===== config.mk =====
export PLATFORM = sky130hd
export DESIGN_NAME = sb_stagger_lane
export DESIGN_NICKNAME = d
export VERILOG_FILES = /design/src/rtl/sb_pkg.sv /design/src/rtl/sb_phase_gen.sv /design/src/rtl/sb_bit_chain.sv /design/src/rtl/sb_section.sv /design/src/rtl/sb_stagger_lane.sv
export SDC_FILE = /design/constraint.sdc
export NUM_CORES = 1
export LEC_CHECK = 0
export BUFFER_PORTS_ARGS = -buffer_cell sky130_fd_sc_hd__buf_2
export CORE_MARGIN = 3
export CORE_UTILIZATION = 35
export CTS_CLUSTER_SIZE = 40
export DETAILED_ROUTE_END_ITERATION = 16
export GPL_TIMING_DRIVEN = 0
export PLACE_DENSITY = 0.55
export SLEW_MARGIN = 20
export SYNTH_ARGS = -nofsm -noshare
export SYNTH_HDL_FRONTEND = slang
export SYNTH_SLANG_ARGS = --single-unit

===== constraint.sdc =====
create_clock -name clk -period 1.6 [get_ports clk]
set_input_delay 0.32 -clock clk [delete_from_list [all_inputs] [get_ports clk]]
set_output_delay 0.32 -clock clk [all_outputs]
set_load 0.1 [all_outputs]

===== src/rtl/sb_pkg.sv =====
package sb_pkg;

  // Phase slot that enables hold stage k of bit j; stages beyond the send
  // side are pushed later by the wire delay so they sample settled data.
  function automatic int stage_slot(input int k, input int j, input int d, input int b);
    if (k <= j) return k;
    return (k + d) % b;
  endfunction

  // Slot whose edge makes bit j's physical line change.
  function automatic int launch_slot(input int j, input int d, input int b);
    return (j + d) % b;
  endfunction

  // System periods from input capture to output presentation.
  function automatic int sys_latency(input int d, input int b);
    return 2 + d / b;
  endfunction

endpackage


===== src/rtl/sb_phase_gen.sv =====
module sb_phase_gen #(
  parameter int B = 4
) (
  input  logic                 clk,
  input  logic                 rst,
  output logic [$clog2(B)-1:0] slot_o,
  output logic [B-1:0]         en_o,
  output logic                 sys_edge_o
);
  localparam int SW = $clog2(B);
  localparam logic [SW-1:0] LAST = SW'(B - 1);

  logic [SW-1:0] slot_q;
  logic [B-1:0]  ring_q;

  // Counter and one-hot ring run side by side; the ring feeds the stage
  // enables, the counter is visible at the port.
  always_ff @(posedge clk) begin
    if (rst) begin
      slot_q <= '0;
      ring_q <= B'(1);
    end else begin
      slot_q <= (slot_q == LAST) ? '0 : slot_q + 1'b1;
      ring_q <= {ring_q[B-2:0], ring_q[B-1]};
    end
  end

  // For B=2 the two ring bits are simply the system clock level and its complement.
  assign slot_o     = slot_q;
  assign en_o       = ring_q;
  assign sys_edge_o = ring_q[B-1];

  a_r2_ring_matches_count: assert property (@(posedge clk) disable iff (rst)
    ring_q[slot_q] && $onehot0(ring_q));
  a_r2_slot_wraps: assert property (@(posedge clk) disable iff (rst)
    (slot_q == LAST) |=> (slot_q == '0));
endmodule


===== src/rtl/sb_bit_chain.sv =====
module sb_bit_chain #(
  parameter int B = 4,
  parameter int J = 0,
  parameter int D = 1
) (
  input  logic         clk,
  input  logic         rst,
  input  logic [B-1:0] en_i,
  input  logic         d_i,
  output logic         line_o,
  output logic         q_o
);
  localparam int LAUNCH = sb_pkg::launch_slot(J, D, B);
  localparam int ALIGN  = sb_pkg::launch_slot(B - 1, D, B);

  logic [B-1:0] st_q;
  logic [B-1:0] en_sel;
  logic [B-1:0] nxt;
  logic         wire_out;

  for (genvar k = 0; k < B; k++) begin : g_stage
    localparam int SS = sb_pkg::stage_slot(k, J, D, B);
    assign en_sel[k] = en_i[SS];
    if (k == 0) begin : g_first
      assign nxt[k] = d_i;
    end else if (k == J + 1) begin : g_rx_head
      assign nxt[k] = wire_out;
    end else begin : g_link
      assign nxt[k] = st_q[k-1];
    end
  end

  always_ff @(posedge clk) begin
    if (rst) st_q <= '0;
    else begin
      for (int k = 0; k < B; k++)
        if (en_sel[k]) st_q[k] <= nxt[k];
    end
  end

  // Wire model: D phase slots of pure delay after the last send-side stage.
  if (D == 0) begin : g_nowire
    assign wire_out = st_q[J];
  end else begin : g_wire
    logic [D-1:0] dl_q;
    always_ff @(posedge clk) begin
      if (rst) dl_q <= '0;
      else begin
        dl_q[0] <= st_q[J];
        for (int i = 1; i < D; i++) dl_q[i] <= dl_q[i-1];
      end
    end
    assign wire_out = dl_q[D-1];
  end

  assign line_o = wire_out;

  if (J == B - 1) begin : g_tail_wire
    assign q_o = wire_out;
  end else begin : g_tail_stage
    assign q_o = st_q[B-1];
  end

  a_r3_line_in_own_slot: assert property (@(posedge clk) disable iff (rst)
    !$stable(line_o) |-> $past(en_i[LAUNCH]));
  a_r1_realigned_edge: assert property (@(posedge clk) disable iff (rst)
    !$stable(q_o) |-> $past(en_i[ALIGN]));
endmodule


===== src/rtl/sb_section.sv =====
module sb_section #(
  parameter int B = 4,
  parameter int D = 1
) (
  input  logic         clk,
  input  logic         rst,
  input  logic [B-1:0] en_i,
  input  logic [B-1:0] d_i,
  output logic [B-1:0] line_o,
  output logic [B-1:0] q_o
);
  for (genvar j = 0; j < B; j++) begin : g_bit
    sb_bit_chain #(.B(B), .J(j), .D(D)) u_chain (
      .clk    (clk),
      .rst    (rst),
      .en_i   (en_i),
      .d_i    (d_i[j]),
      .line_o (line_o[j]),
      .q_o    (q_o[j])
    );
  end

  for (genvar j = 0; j < B - 1; j++) begin : g_adj
    a_r4_neighbours_apart: assert property (@(posedge clk) disable iff (rst)
      !(!$stable(line_o[j]) && !$stable(line_o[j+1])));
  end
endmodule


===== src/rtl/sb_stagger_lane.sv =====
module sb_stagger_lane #(
  parameter int BITS_PER_SEC = 4,
  parameter int SECTIONS     = 2,
  parameter int LINE_DELAY   = 1
) (
  input  logic                            clk,
  input  logic                            rst,
  input  logic [BITS_PER_SEC*SECTIONS-1:0] in_word,
  output logic [BITS_PER_SEC*SECTIONS-1:0] out_word,
  output logic                            out_valid,
  output logic [BITS_PER_SEC*SECTIONS-1:0] line_bus,
  output logic [$clog2(BITS_PER_SEC)-1:0] slot
);
  localparam int B   = BITS_PER_SEC;
  localparam int N   = B * SECTIONS;
  localparam int L   = sb_pkg::sys_latency(LINE_DELAY, B);
  localparam int CW  = $clog2(L + 2);
  localparam logic [CW-1:0] LCNT = CW'(L);

  logic [B-1:0] phase_en;
  logic         sys_edge;
  logic [N-1:0] tx_q;
  logic [N-1:0] aligned;
  logic [CW-1:0] cnt_q;

  sb_phase_gen #(.B(B)) u_phase (
    .clk        (clk),
    .rst        (rst),
    .slot_o     (slot),
    .en_o       (phase_en),
    .sys_edge_o (sys_edge)
  );

  // Send-side interface register.
  always_ff @(posedge clk) begin
    if (rst) tx_q <= '0;
    else if (sys_edge) tx_q <= in_word;
  end

  for (genvar s = 0; s < SECTIONS; s++) begin : g_sec
    sb_section #(.B(B), .D(LINE_DELAY)) u_sec (
      .clk    (clk),
      .rst    (rst),
      .en_i   (phase_en),
      .d_i    (tx_q[s*B +: B]),
      .line_o (line_bus[s*B +: B]),
      .q_o    (aligned[s*B +: B])
    );
  end

  // Receive-side interface register and fill tracking.
  always_ff @(posedge clk) begin
    if (rst) begin
      out_word  <= '0;
      out_valid <= 1'b0;
      cnt_q     <= '0;
    end else if (sys_edge) begin
      out_word  <= aligned;
      out_valid <= out_valid | (cnt_q == LCNT);
      if (cnt_q != LCNT) cnt_q <= cnt_q + 1'b1;
    end
  end

  for (genvar s = 1; s < SECTIONS; s++) begin : g_seam
    a_r4_seam_apart: assert property (@(posedge clk) disable iff (rst)
      !(!$stable(line_bus[s*B-1]) && !$stable(line_bus[s*B])));
  end

  a_r3_out_holds: assert property (@(posedge clk) disable iff (rst)
    !$past(sys_edge) |-> $stable(out_word));
  a_r6_valid_sticky: assert property (@(posedge clk) disable iff (rst)
    out_valid |=> out_valid);
  a_r5_reset_clears: assert property (@(posedge clk)
    rst |=> (out_word == '0 && !out_valid && line_bus == '0 && slot == '0));
endmodule


After elaboration in Yosys (flattened, before gate mapping)
Index checks and enable logic that the tools add are counted.

cells by class
  bitwise logic cells = 1
  order comparisons = 0
  mux-type cells = 0
  $mul = 0
  reduce and logical (&&, ||, !) cells = 2
  $add $sub $neg = 2
  shift-type cells = 0
  equality and inequality tests = 3
  divide/modulo/power cells = 0

operator list
  operator                                     number
  adder 2 x 1 -> 2 bit, second input constant  2
  equality test 2 bit, second input constant   2
  != test 2 bit, second input constant         1
  AND reduction 2 bit                          1
  OR reduction 2 bit                           1
  OR 1 bit                                     1

storage, ports and cells
  memories = 0
  bits in latches = 0
  bits in writable memories = 0
  bits in registers = 65
  ROM bits = 0

Logic depth before layout (Yosys ltp)
  depth after elaboration = 2
  mapped depth = 4
  depth with buffers taken out = 4

Cells and area by module
Synthesis repeated with hierarchy kept, for this count alone.

second synthesis, totals
  cell total of the unflattened synthesis = 194
  area, all modules = 2209.6 sq um

modules (own cells, without submodules)
  module                                               times used  cells each  area an instance (sq um)
  sb_bit_chain at g_sec[0].u_sec.g_bit[0].u_chain ...  6           14          161.4
  sb_stagger_lane                                      1           66          725.7
  sb_bit_chain at g_sec[0].u_sec.g_bit[3].u_chain ...  2           15          168.9
  sb_phase_gen                                         1           14          177.7

Least setup slack after synthesis
Ideal clock, no wire load.

  path type = flip-flop to flip-flop
  start point = reg u_phase.slot_q[0] (netlist: u_phase.slot_o[0])
  end point = reg u_phase.slot_q[1] (netlist: u_phase.slot_o[1])
  setup slack = 0.040 ns
  buffers on the path = 0
  period minus slack after synthesis = 1.560 ns
  setup time = 0.129 ns
  stages on the path, launching flop included = 3
  arrival time = 1.432 ns
  path through = dfxtp_1 ha_1 nor3b_1

between the ends
  longest elaborated chain between the ends = 2
  elaborated cells between the ends (all ways) = 3

ends and longest elaborated chain
  item                          line                RTL
  from (decl)                   sb_phase_gen.sv:13  logic [SW-1:0] slot_q;
  from (signal assigned)        sb_phase_gen.sv:23  slot_q <= (slot_q == LAST) ? '0 : slot_q + 1'b1;
  equality test 2 bit           sb_phase_gen.sv:23
  OR reduction 2 bit (no line)  --

Parallel ways exist; a longest one is shown, timed or not.
A chain may end at the register's enable or synchronous reset.

Final worst setup path
  start point = reg g_sec[0].u_sec.g_bit[1].u_chain.g_wire.dl_q
  end point = out line_bus[1]

RTL lines
  item         line                   RTL
  from (decl)  sb_bit_chain.sv:45     logic [D-1:0] dl_q;
  to (decl)    sb_stagger_lane.sv:11  output logic [BITS_PER_SEC*SECTIONS-1:0] line_bus,

No word-level cell between the ends.

==> metrics.md <==
| Metric | Value |
|---|---|
| Fin crit share | 95.1% |
| Worst Setup End Kind | output port |
| GRT overflow | 0 |
| Antenna Nets Post-Route | 0 |
| Startpoint types | flip-flop |
| Avg Inst Size Synth | 11.2 sq um |
| Worst Path Arrival | roughly 1200 ps |
| Post-Synth Adder-Cell Area | 1.07% |
| # diodes | 0 |
| Compound-Gate Fraction of Synth Area | 0.215% |
| Critical Path RT | 1280 ps |
| Synth Instances | between 200 and 250 |
| Die height | 87.6 um |
| Synth Area in Simple Gates | roughly an eighth |
| Kind of critical path | flip-flop to output port |
| Layout cells sized above 1 | about a quarter |
| Top-Level Pins | 29 |
| Area of the core | ~6400 sq um |
| Skew final | 5.35 ps |
| CTS tree | built |
| Total track usage | 12.7% |
| # clock sinks | between 60 and 70 |
| Hpwl dp | 2710 um |
| Final min period | approximately 1500 ps |
| Area Overhead vs Synth | 18.2% |
| H-tree Lvls | 3 |
| Clk slew on worst S/H paths | 60 ps |
| Largest net degree at the start of global routing | 11 |
| XOR/XNOR share of the synthesized area | 0% |
| DRC | 0 |
| Drt total wl | 4170 um |
| Syn. warnings | 0 |
| Slew HR | 61.6% |
| CTS root buffer | clkbuf_8 |
| Drt pass-1 iters | 4 |
| Setup repair bufs after CTS | 0 |
| R2r setup slk | 410 ps |
| Final Hold Viols | 0 |
| Avg WL per Cell | 12.6 um |
| Total power | approximately 0.0032 W |
| Unrepaired setup endpoints after global routing | false |
| Critical Path Fanout Max | 2 |
| Vias per cell | 4.39 |
| First-pass GRT wire length | 7080 um |
| Largest family of logic cells by synthesized area | multiplexers |
| Hold Crit Endpoint | tx_q[1] |
| Post-synthesis mux area share | 21.9% |
| Status | finished clean |
| Final Max Tran Viols | 0 |
| Peak VDD IR | 0.000687 V |
| #FFs+latches synth | 65 |
| DRT iter0 DRCs | 49 |
| Synth Net Count | 221 |
| Vias | approximately 1500 |
| Hold_sp | in_word[1] |
| Post-Syn Area | 2330 sq um |
| Die X | 87.6 um |
| Post-layout nets | 260 |
| Worst-margin pin slew | approximately 580 ps |
| Initial antenna violation count | 0 |
| Reg-to-Reg End | cnt_q[0] |
| RR Startpoint | cnt_q[0] |
| Pwr dens | 1150 nW/um^2 |
| Starting Density | 36.5% |
| Hold_buf cts | 0 |
| Num CTS Buffers | 9 |
| Total negative slack | 0 ps |
| Fmax | 0.657 GHz |
| Port Buffers | 28 |
| Synth cell types | 18 |
| Leakage | 1.20 nW |
| Seq/Total Area, Yosys | 55.8% |
| Die ar. | 7680 sq um |
| Reg2Reg Depth | 4 |
| Endpoints failing setup | 0 |
| FP Rows | 29 |
| CTS Buffer Depth | 2 |
| PostCTS Resize Cnt | 0 |
| Hold Path Depth | 3 |
| Vias in the first global route | 1411 |
| Total of max-cap violations | 0 |
| Worst-Skew Late Latency | 340 ps |
| Hold Crit Class | input pin to flip-flop |
| Placer Congestion | 0.648 |
-- power breakdown --
part | leakage [nW] | switching (W) | internal, W
clock | 0.0974 | 0.000572 | 0.000759
sequential | 0.525 | 0.00000978 | 0.00164
combinational | 0.580 | 0.000132 | 0.0000710
total | 1.20 | 0.000714 | 0.00247
-- kinds of logic (layout without fill, tap and decap cells) --
group                    after synthesis  after routing
AND/OR/NAND/NOR                       68             68
flip-flops                            65             65
multiplexers                          50             50
buffers and inverters                 23             67
adder cells (fa/ha/maj)                2              2
AO/OA/AOI/OAI                          1              1
-- Yosys cell counts --
cell | count | area share, %
nor2b_1 | 10 | 2.7
nor3_1 | 1 | 0.21
buf_4 | 9 | 2.9
mux2_4 | 2 | 1.3
nor2b_4 | 1 | 0.59
nor2_1 | 51 | 8.2
dfxtp_1 | 65 | 56
clkbuf_1 | 1 | 0.16
and2b_1 | 3 | 0.97
or2_1 | 1 | 0.27
buf_2 | 6 | 1.3
buf_6 | 4 | 1.9
a21oi_1 | 1 | 0.21
buf_8 | 2 | 1.3
mux2i_1 | 48 | 21
ha_1 | 2 | 1.1
nor3b_1 | 1 | 0.32
inv_1 | 1 | 0.16
-- final cells by class --
type / instances / area [sq um]
buffer: 22 / 176
clock buffer: 13 / 149
clock inverter: 3 / 40.0
fill: 628 / 3630
inverter: 1 / 3.75
multi-input combinational: 121 / 850
sequential: 65 / 1300
tap: 77 / 96.3
timing repair buffer: 28 / 140
-- through the flow --
| step | instance area (sq um) | worst slack [ps] | instances | hold WS, ps | utilization (%) |
|---|---|---|---|---|---|
| after floorplan | 2330 | 39.7 | 209 | 433 | - |
| final | 2760 | 77.9 | 330 | 223 | 43.2 |
| after detailed placement | 2570 | 325 | 314 | 443 | 40.2 |
| after global routing | 2760 | 16.9 | 330 | 232 | 43.2 |
| after CTS | 2760 | 53.0 | 330 | 203 | 43.2 |
| after global placement | 2570 | 338 | 314 | 443 | 40.2 |
-- routing by layer --
metal / global-route usage, % / vias up / share of wire, %
met5: 0 / - / 0
met4: 4.60 / 0 / 1.6
met3: 6.59 / 8 / 5.6
met2: 17.9 / 31 / 41
met1: 16.5 / 657 / 52
li1: - / 754 / -
-- worst max path at each step --
stage                                                   to                              startpoint  slack (ps)
global placement    g_sec[0].u_sec.g_bit[1].u_chain.line_o                                     rst         340
floorplan                                u_phase.slot_o[1]                       u_phase.slot_o[0]          40
CTS                                            line_bus[1]  g_sec[0].u_sec.g_bit[1].u_chain.line_o          50
detailed placement  g_sec[1].u_sec.g_bit[3].u_chain.line_o                                     rst         320
finish                                         line_bus[1]  g_sec[0].u_sec.g_bit[1].u_chain.line_o          80
global route                                   line_bus[6]  g_sec[1].u_sec.g_bit[2].u_chain.line_o          20
-- state kept, by name, summed over array words and instances (netlist names) --
signal	cells
g_sec.u_sec.g_bit.u_chain.st_q	32
g_sec.u_sec.g_bit.u_chain.line_o	8
out_word	8
tx_q	8
u_phase.en_o	4
cnt_q	2
u_phase.slot_o	2
out_valid	1
-- critical path, cell delays in order (launching register included) --
cell and delay [ps]:
dfxtp_1 340, buf_4 110, buf_2 410
-- layout by cell type, fill, tap and decap left out, types with 2 or more instances in the layout --
cell type,instances
and2b_1,3
mux2_4,2
buf_4,9
buf_6,4
clkinv_2,2
buf_2,34
clkbuf_8,10
nor2b_1,10
dfxtp_1,65
buf_8,2
ha_1,2
mux2i_1,48
clkbuf_1,4
nor2_1,51
Power figures use the tool's default switching activity.
